`src/rtl/sfifo_pkg.sv`:
```
package sfifo_pkg;

  typedef struct packed {
    logic full;
    logic empty;
    logic afull;
    logic aempty;
  } sfifo_flags_t;

  function automatic bit width_ok(int w);
    return (w == 4) || (w == 9) || (w == 18) || (w == 36) || (w == 72);
  endfunction

endpackage

```
`src/rtl/sfifo_ram.sv`:
```
module sfifo_ram #(
  parameter int DATA_W = 4,
  parameter int ADDR_W = 4
) (
  input  logic              clk,
  input  logic              wr_en,
  input  logic [ADDR_W-1:0] wr_addr,
  input  logic [DATA_W-1:0] wr_data,
  input  logic              rd_en,
  input  logic [ADDR_W-1:0] rd_addr,
  output logic [DATA_W-1:0] rd_data
);
  localparam int WORDS = 1 << ADDR_W;

  logic [DATA_W-1:0] mem [WORDS];

  // plain synchronous write and registered read: maps to block RAM
  always_ff @(posedge clk) begin
    if (wr_en) mem[wr_addr] <= wr_data;
    if (rd_en) rd_data <= mem[rd_addr];
  end
endmodule

```
`src/rtl/sfifo_ctrl.sv`:
```
module sfifo_ctrl
  import sfifo_pkg::*;
#(
  parameter int          DEPTH     = 16,
  parameter int          ADDR_W    = 4,
  parameter logic [12:0] AF_GAP    = 13'h3,
  parameter logic [12:0] AE_GAP    = 13'h2
) (
  input  logic              clk,
  input  logic              rst,
  input  logic              wr_req,
  input  logic              rd_req,
  input  logic              take,
  input  logic              advance,
  output logic              wr_fire,
  output logic [ADDR_W-1:0] wr_addr,
  output logic [ADDR_W-1:0] rd_addr,
  output logic              mem_avail,
  output sfifo_flags_t      flags,
  output logic              ovf,
  output logic              udf
);
  localparam int CNT_W = ADDR_W + 1;
  localparam logic [CNT_W-1:0] DEPTH_C = CNT_W'(DEPTH);
  localparam logic [CNT_W-1:0] AF_LIM  = CNT_W'(AF_GAP);
  localparam logic [CNT_W-1:0] AE_LIM  = CNT_W'(AE_GAP);

  logic [CNT_W-1:0] wr_ptr, rd_ptr, cnt, cnt_nxt;

  assign wr_fire   = wr_req && !flags.full;
  assign wr_addr   = wr_ptr[ADDR_W-1:0];
  assign rd_addr   = rd_ptr[ADDR_W-1:0];
  assign mem_avail = (wr_ptr != rd_ptr);

  always_comb cnt_nxt = cnt + CNT_W'(wr_fire) - CNT_W'(take);

  always_ff @(posedge clk) begin
    if (rst) begin
      wr_ptr       <= '0;
      rd_ptr       <= '0;
      cnt          <= '0;
      flags.full   <= 1'b0;
      flags.empty  <= 1'b1;
      flags.afull  <= 1'b0;
      flags.aempty <= 1'b1;
      ovf          <= 1'b0;
      udf          <= 1'b0;
    end else begin
      if (wr_fire) wr_ptr <= wr_ptr + 1'b1;
      if (advance) rd_ptr <= rd_ptr + 1'b1;
      cnt          <= cnt_nxt;
      flags.full   <= (cnt_nxt == DEPTH_C);
      flags.empty  <= (cnt_nxt == '0);
      flags.afull  <= ((DEPTH_C - cnt_nxt) <= AF_LIM);
      flags.aempty <= (cnt_nxt <= AE_LIM);
      if (wr_req && flags.full) ovf <= 1'b1;
      if (rd_req && !take)      udf <= 1'b1;
    end
  end

  AST_CNT_RANGE: assert property (@(posedge clk) disable iff (rst)
    cnt <= DEPTH_C);
  AST_NO_OVERFLOW: assert property (@(posedge clk) disable iff (rst)
    (flags.full && !take) |=> flags.full);
  AST_NO_UNDERFLOW: assert property (@(posedge clk) disable iff (rst)
    (flags.empty && !wr_req) |=> flags.empty);
  AST_RW_BALANCE: assert property (@(posedge clk) disable iff (rst)
    (wr_req && take && !flags.full) |=> $stable(cnt));
  AST_OVF_STICKY: assert property (@(posedge clk) disable iff (rst)
    ovf |=> ovf);
endmodule

```
`src/rtl/sfifo_out.sv`:
```
module sfifo_out #(
  parameter int DATA_W  = 4,
  parameter bit FWFT    = 1'b0,
  parameter bit OUT_REG = 1'b1
) (
  input  logic              clk,
  input  logic              rst,
  input  logic              rd_req,
  input  logic              mem_avail,
  input  logic [DATA_W-1:0] mem_q,
  output logic              mem_rd,
  output logic              take,
  output logic [DATA_W-1:0] dout,
  output logic              dout_valid
);
  if (FWFT) begin : g_fwft
    // s1: word held in the memory read register, s2: word on the output
    logic              s1, s2, s2_load;
    logic [DATA_W-1:0] dout_r;

    assign take    = rd_req && s2;
    assign s2_load = s1 && (!s2 || take);
    assign mem_rd  = mem_avail && (!s1 || s2_load);

    always_ff @(posedge clk) begin
      if (rst) begin
        s1 <= 1'b0;
        s2 <= 1'b0;
      end else begin
        s1 <= mem_rd || (s1 && !s2_load);
        s2 <= s2_load || (s2 && !take);
      end
      if (s2_load) dout_r <= mem_q;
    end

    assign dout       = dout_r;
    assign dout_valid = s2;

    AST_FWFT_HOLD: assert property (@(posedge clk) disable iff (rst)
      (s2 && !rd_req) |=> (s2 && $stable(dout_r)));
  end else begin : g_req
    localparam int LAT = OUT_REG ? 2 : 1;
    logic v1;

    assign mem_rd = rd_req && mem_avail;
    assign take   = mem_rd;

    always_ff @(posedge clk) begin
      if (rst) v1 <= 1'b0;
      else     v1 <= mem_rd;
    end

    if (OUT_REG) begin : g_reg
      logic              v2;
      logic [DATA_W-1:0] dout_r;
      always_ff @(posedge clk) begin
        if (rst) v2 <= 1'b0;
        else     v2 <= v1;
        if (v1) dout_r <= mem_q;
      end
      assign dout       = dout_r;
      assign dout_valid = v2;
    end else begin : g_direct
      assign dout       = mem_q;
      assign dout_valid = v1;
    end

    AST_REQ_LATENCY: assert property (@(posedge clk) disable iff (rst)
      dout_valid |-> $past(rd_req, LAT));
  end
endmodule

```
`src/rtl/sfifo_prog.sv`:
```
module sfifo_prog
  import sfifo_pkg::*;
#(
  parameter int          DATA_W           = 4,
  parameter int          DEPTH            = 16,
  parameter logic [12:0] ALMOST_FULL_GAP  = 13'h3,
  parameter logic [12:0] ALMOST_EMPTY_GAP = 13'h2,
  parameter bit          FWFT             = 1'b0,
  parameter bit          OUT_REG          = 1'b1
) (
  input  logic              clk,
  input  logic              rst,
  input  logic              wr_en,
  input  logic [DATA_W-1:0] din,
  input  logic              rd_en,
  output logic [DATA_W-1:0] dout,
  output logic              dout_valid,
  output logic              full,
  output logic              empty,
  output logic              almost_full,
  output logic              almost_empty,
  output logic              overflow,
  output logic              underflow
);
  localparam int ADDR_W = $clog2(DEPTH);

  initial begin
    AST_MODE_LEGAL: assert (!(FWFT && !OUT_REG))
      else $fatal(1, "fall-through mode needs the output register");
    AST_WIDTH_LEGAL: assert (width_ok(DATA_W))
      else $fatal(1, "unsupported data width");
    AST_DEPTH_LEGAL: assert (DEPTH >= 2 && (DEPTH & (DEPTH - 1)) == 0)
      else $fatal(1, "depth must be a power of two");
    AST_GAP_LEGAL: assert (int'(ALMOST_FULL_GAP) < DEPTH && int'(ALMOST_EMPTY_GAP) < DEPTH)
      else $fatal(1, "threshold must be below depth");
  end

  logic              wr_fire, mem_avail, mem_rd, take;
  logic [ADDR_W-1:0] wr_addr, rd_addr;
  logic [DATA_W-1:0] mem_q;
  sfifo_flags_t      flags;

  sfifo_ctrl #(
    .DEPTH(DEPTH), .ADDR_W(ADDR_W),
    .AF_GAP(ALMOST_FULL_GAP), .AE_GAP(ALMOST_EMPTY_GAP)
  ) ctrl_i (
    .clk(clk), .rst(rst), .wr_req(wr_en), .rd_req(rd_en),
    .take(take), .advance(mem_rd), .wr_fire(wr_fire),
    .wr_addr(wr_addr), .rd_addr(rd_addr), .mem_avail(mem_avail),
    .flags(flags), .ovf(overflow), .udf(underflow)
  );

  sfifo_ram #(.DATA_W(DATA_W), .ADDR_W(ADDR_W)) ram_i (
    .clk(clk), .wr_en(wr_fire), .wr_addr(wr_addr), .wr_data(din),
    .rd_en(mem_rd), .rd_addr(rd_addr), .rd_data(mem_q)
  );

  sfifo_out #(.DATA_W(DATA_W), .FWFT(FWFT), .OUT_REG(OUT_REG)) out_i (
    .clk(clk), .rst(rst), .rd_req(rd_en), .mem_avail(mem_avail),
    .mem_q(mem_q), .mem_rd(mem_rd), .take(take),
    .dout(dout), .dout_valid(dout_valid)
  );

  assign full         = flags.full;
  assign empty        = flags.empty;
  assign almost_full  = flags.afull;
  assign almost_empty = flags.aempty;

  AST_TAKE_NOT_EMPTY: assert property (@(posedge clk) disable iff (rst)
    take |-> !flags.empty);
endmodule

```
`config.mk`:
```
export PLATFORM = sky130hd
export DESIGN_NAME = sfifo_prog
export DESIGN_NICKNAME = d
export VERILOG_FILES = /design/src/rtl/sfifo_pkg.sv /design/src/rtl/sfifo_ram.sv /design/src/rtl/sfifo_ctrl.sv /design/src/rtl/sfifo_out.sv /design/src/rtl/sfifo_prog.sv
export SDC_FILE = /design/constraint.sdc
export NUM_CORES = 1
export LEC_CHECK = 0
export BUFFER_PORTS_ARGS = -buffer_cell sky130_fd_sc_hd__buf_2
export CORE_ASPECT_RATIO = 1.1
export CORE_UTILIZATION = 40
export CTS_BUF_LIST = sky130_fd_sc_hd__clkbuf_8
export DETAILED_ROUTE_END_ITERATION = 12
export GPL_TIMING_DRIVEN = 0
export PLACE_DENSITY_LB_ADDON = 0.1
export SETUP_SLACK_MARGIN = 0.4
export SLEW_MARGIN = 20
export SYNTH_ARGS = -nofsm -noshare
export SYNTH_HDL_FRONTEND = slang
export SYNTH_SLANG_ARGS = --single-unit
```
`constraint.sdc`:
```
create_clock -name clk -period 3.1 [get_ports clk]
set_input_delay 0.62 -clock clk [delete_from_list [all_inputs] [get_ports clk]]
set_output_delay 0.62 -clock clk [all_outputs]
set_load 0.01 [all_outputs]
```
==> results.ini <==
[clock_tree]
clk_path_buf_depth=2
cts_root_buffer=clkbuf_8
cts_tree=yes
ctsHoldBuffers=0
cts_made_buffers=9
clock_sinks=95
htree_levels=3
clk_latency_ps=360
clk_pin_slew_ps=100

[finish]
area_growth_pct=17.9
nNetsFinal=334
n_antenna_cell=0
final_cell_mix=edfxtp_1 (72), nor2_1 (33), buf_2 (21)
drive_gt1_share_pct=34.3
fillCellCount=851
utilization_pct=49.4
multiInputGateArea_um2=1380
seq_area_um2=2630
final_common_cell=edfxtp_1

[synthesis]
synth_edf_count=72
synth_nets=287
synthTopCellsByArea=edfxtp_1 (54%), dfxtp_1 (12%), mux4_2 (7.3%), ha_1 (4.7%), nor2_1 (3.1%)
post-synth-top-area-fraction_pct=54.1
ys_seq_area_share_pct=65.6
ys_ff_latch=95
yosysWarnings=0
netlist_area_um2=4000
postSynthAreaPerCell_um2=15.2
synth-main-ff-cell=edfxtp_1
synth_top_cell_by_area=edfxtp_1
synth_cell_types=33
async_flop_share_pct=0
netlist_instances=263

[route]
drtIter0Drc=63
num_vias=2173
antenna_left=0
wl_um=7330
route.detailed.drc=0
via_per_inst=5.03
wl_per_cell_um=17.0
firstDrtPassIters=4

[power_and_ir_drop]
cellLeakagePower_nw=1.68
p_total_w=0.00397
p_per_area_nw_per_um2=843
ir_worst_vdd_mv=0.335

[worst_setup_path]
startpoint_type=flop
arrival_ps=3150
crit_fanout=4
path_class=reg2reg
worstPathRequired_ps=3350
endpoint_kind=flop

[floorplan]
num_rows=37
die-width_um=97.3
io-pin-count=19
die-area_um2=10400
coreArea_um2=9540
start_util_pct=41.9
die_h_um=107

[grt]
grt-ovfl-total=0
antenna_found_initial=0
grt_pass1_vias=2277
grt_use_total_pct=15.5
grt_first_pass_wirelength_um=12000
grt_max_degree=17

[sta]
final.setup.tns_ps=0
finClkSkew_ps=11.1
max-slew-margin-rel_pct=59.3
max_freq_ghz=0.345
fin_crit_ps=2900
worst_pin_slew_ps=608
setup_viol=0
rsz0062_at_grt=true
fin_crit_sh_pct=93.4
worst_slack_ps=203
maxSlewViolCount=0
finalHoldViolations=0

[placement]
preCtsSetupSlack_ps=-197
gp_congestion=0.707
dpl.hpwl_um=4890
io_buffers=18

[job]
cap_violations=0

[run_status]
run_status=completed

[hold_path]
hold_class=reg2reg

## synth_stat cells, types with 2 or more instances
cell / count
ha_1: 15
dfxtp_1: 23
inv_1: 14
buf_2: 7
clkbuf_1: 2
and4_1: 2
nor2b_1: 9
nor3_1: 4
mux4_1: 3
a21o_1: 2
nand2_1: 8
o21ai_0: 3
xnor2_1: 9
edfxtp_1: 72
or2_2: 2
nor2_1: 33
mux2i_1: 5
buf_6: 2
a21oi_1: 10
nand2b_1: 2
a211oi_2: 4
mux4_2: 13
xor2_1: 9
## power breakdown
group / switching (W) / total (W) / internal, W
combinational: 0.000791 / 0.00165 / 0.000862
clock: 0.000443 / 0.000737 / 0.000294
sequential: 0.0000615 / 0.00158 / 0.00152
## metrics by stage
step | cells | hold slack, ps | cell area (um^2)
2_1_floorplan | 263 | 400 | 4080
3_3_place_gp | 398 | 402 | 4320
3_5_place_dp | 398 | 405 | 4320
4_1_cts | 428 | 428 | 4670
5_1_grt | 432 | 431 | 4710
6_report | 432 | 428 | 4710
## path summary, 6_finish.rpt
check	cells after the start	from	slack [ps]	end
worst max register to register	18	ctrl_i.wr_ptr[2]$_SDFFE_PP0P_	200	ctrl_i.flags[1]$_SDFF_PP0_
worst min register to register	0	ram_i.rd_data[0]$_DFFE_PP_	430	out_i.dout[0]$_DFFE_PP_
worst max-delay path	18	ctrl_i.wr_ptr[2]$_SDFFE_PP0P_	200	ctrl_i.flags[1]$_SDFF_PP0_
worst min-delay path	0	ram_i.rd_data[0]$_DFFE_PP_	430	out_i.dout[0]$_DFFE_PP_
## worst max-delay path: stages (launching register included)
cell,delay (ps)
dfxtp_2,330
buf_6,110
xnor2_2,160
nand3_2,130
o21ai_4,200
inv_4,50
ha_4,210
inv_2,60
ha_4,130
inv_2,30
fa_2,370
inv_2,60
a21o_1,120
a21oi_2,70
xnor2_2,270
ha_4,250
nor2b_1,120
o21ai_1,70
a21oi_1,50
## registers in the layout (all words and copies together), names as in the netlist
register          count
out_i.dout            4
ctrl_i.cnt            5
ram_i.mem            64
ctrl_i.ovf            1
out_i.dout_valid      1
ctrl_i.flags          4
out_i.g_req.v1        1
ram_i.rd_data         4
ctrl_i.udf            1
ctrl_i.wr_ptr         5
ctrl_i.rd_ptr         5
## kinds of logic after synthesis
kind of cell	after synthesis	synth area share, %
fa+ha+maj	16	5.20
mux	21	10.6
flops	95	65.6
compound gates	22	3.91
buf+inv	26	3.13
xor+xnor	18	3.95
simple gates	65	7.64
## per-layer routing
metal / part of all wire (%) / up-vias / GRT usage (%)
li1: - / 1046 / -
met1: 45 / 1092 / 19.1
met3: 2.0 / 9 / 2.28
met5: 0 / - / 0
met2: 51 / 26 / 27.2
met4: 1.6 / 0 / 6.62
## timing repair
item	in CTS	in global routing
endpoints found under the hold margin	0	0
endpoints found under the setup margin	5	4
gates cloned	0	0
resized for setup	16	6
buffers inserted	14	4
pin swaps	12	3
## layout make-up
| class | instances | share of cell area (%) |
|---|---|---|
| plain buffers | 12 | 2.07 |
| clock inverters | 7 | 1.01 |
| repair buffers | 36 | 4.86 |
| flip-flops and latches | 95 | 55.8 |
| inverters | 14 | 1.17 |
| well taps | 117 | 3.11 |
| multi-input cells | 142 | 29.4 |
| clock buffers | 9 | 2.63 |
(Power assumes the default switching activity.)
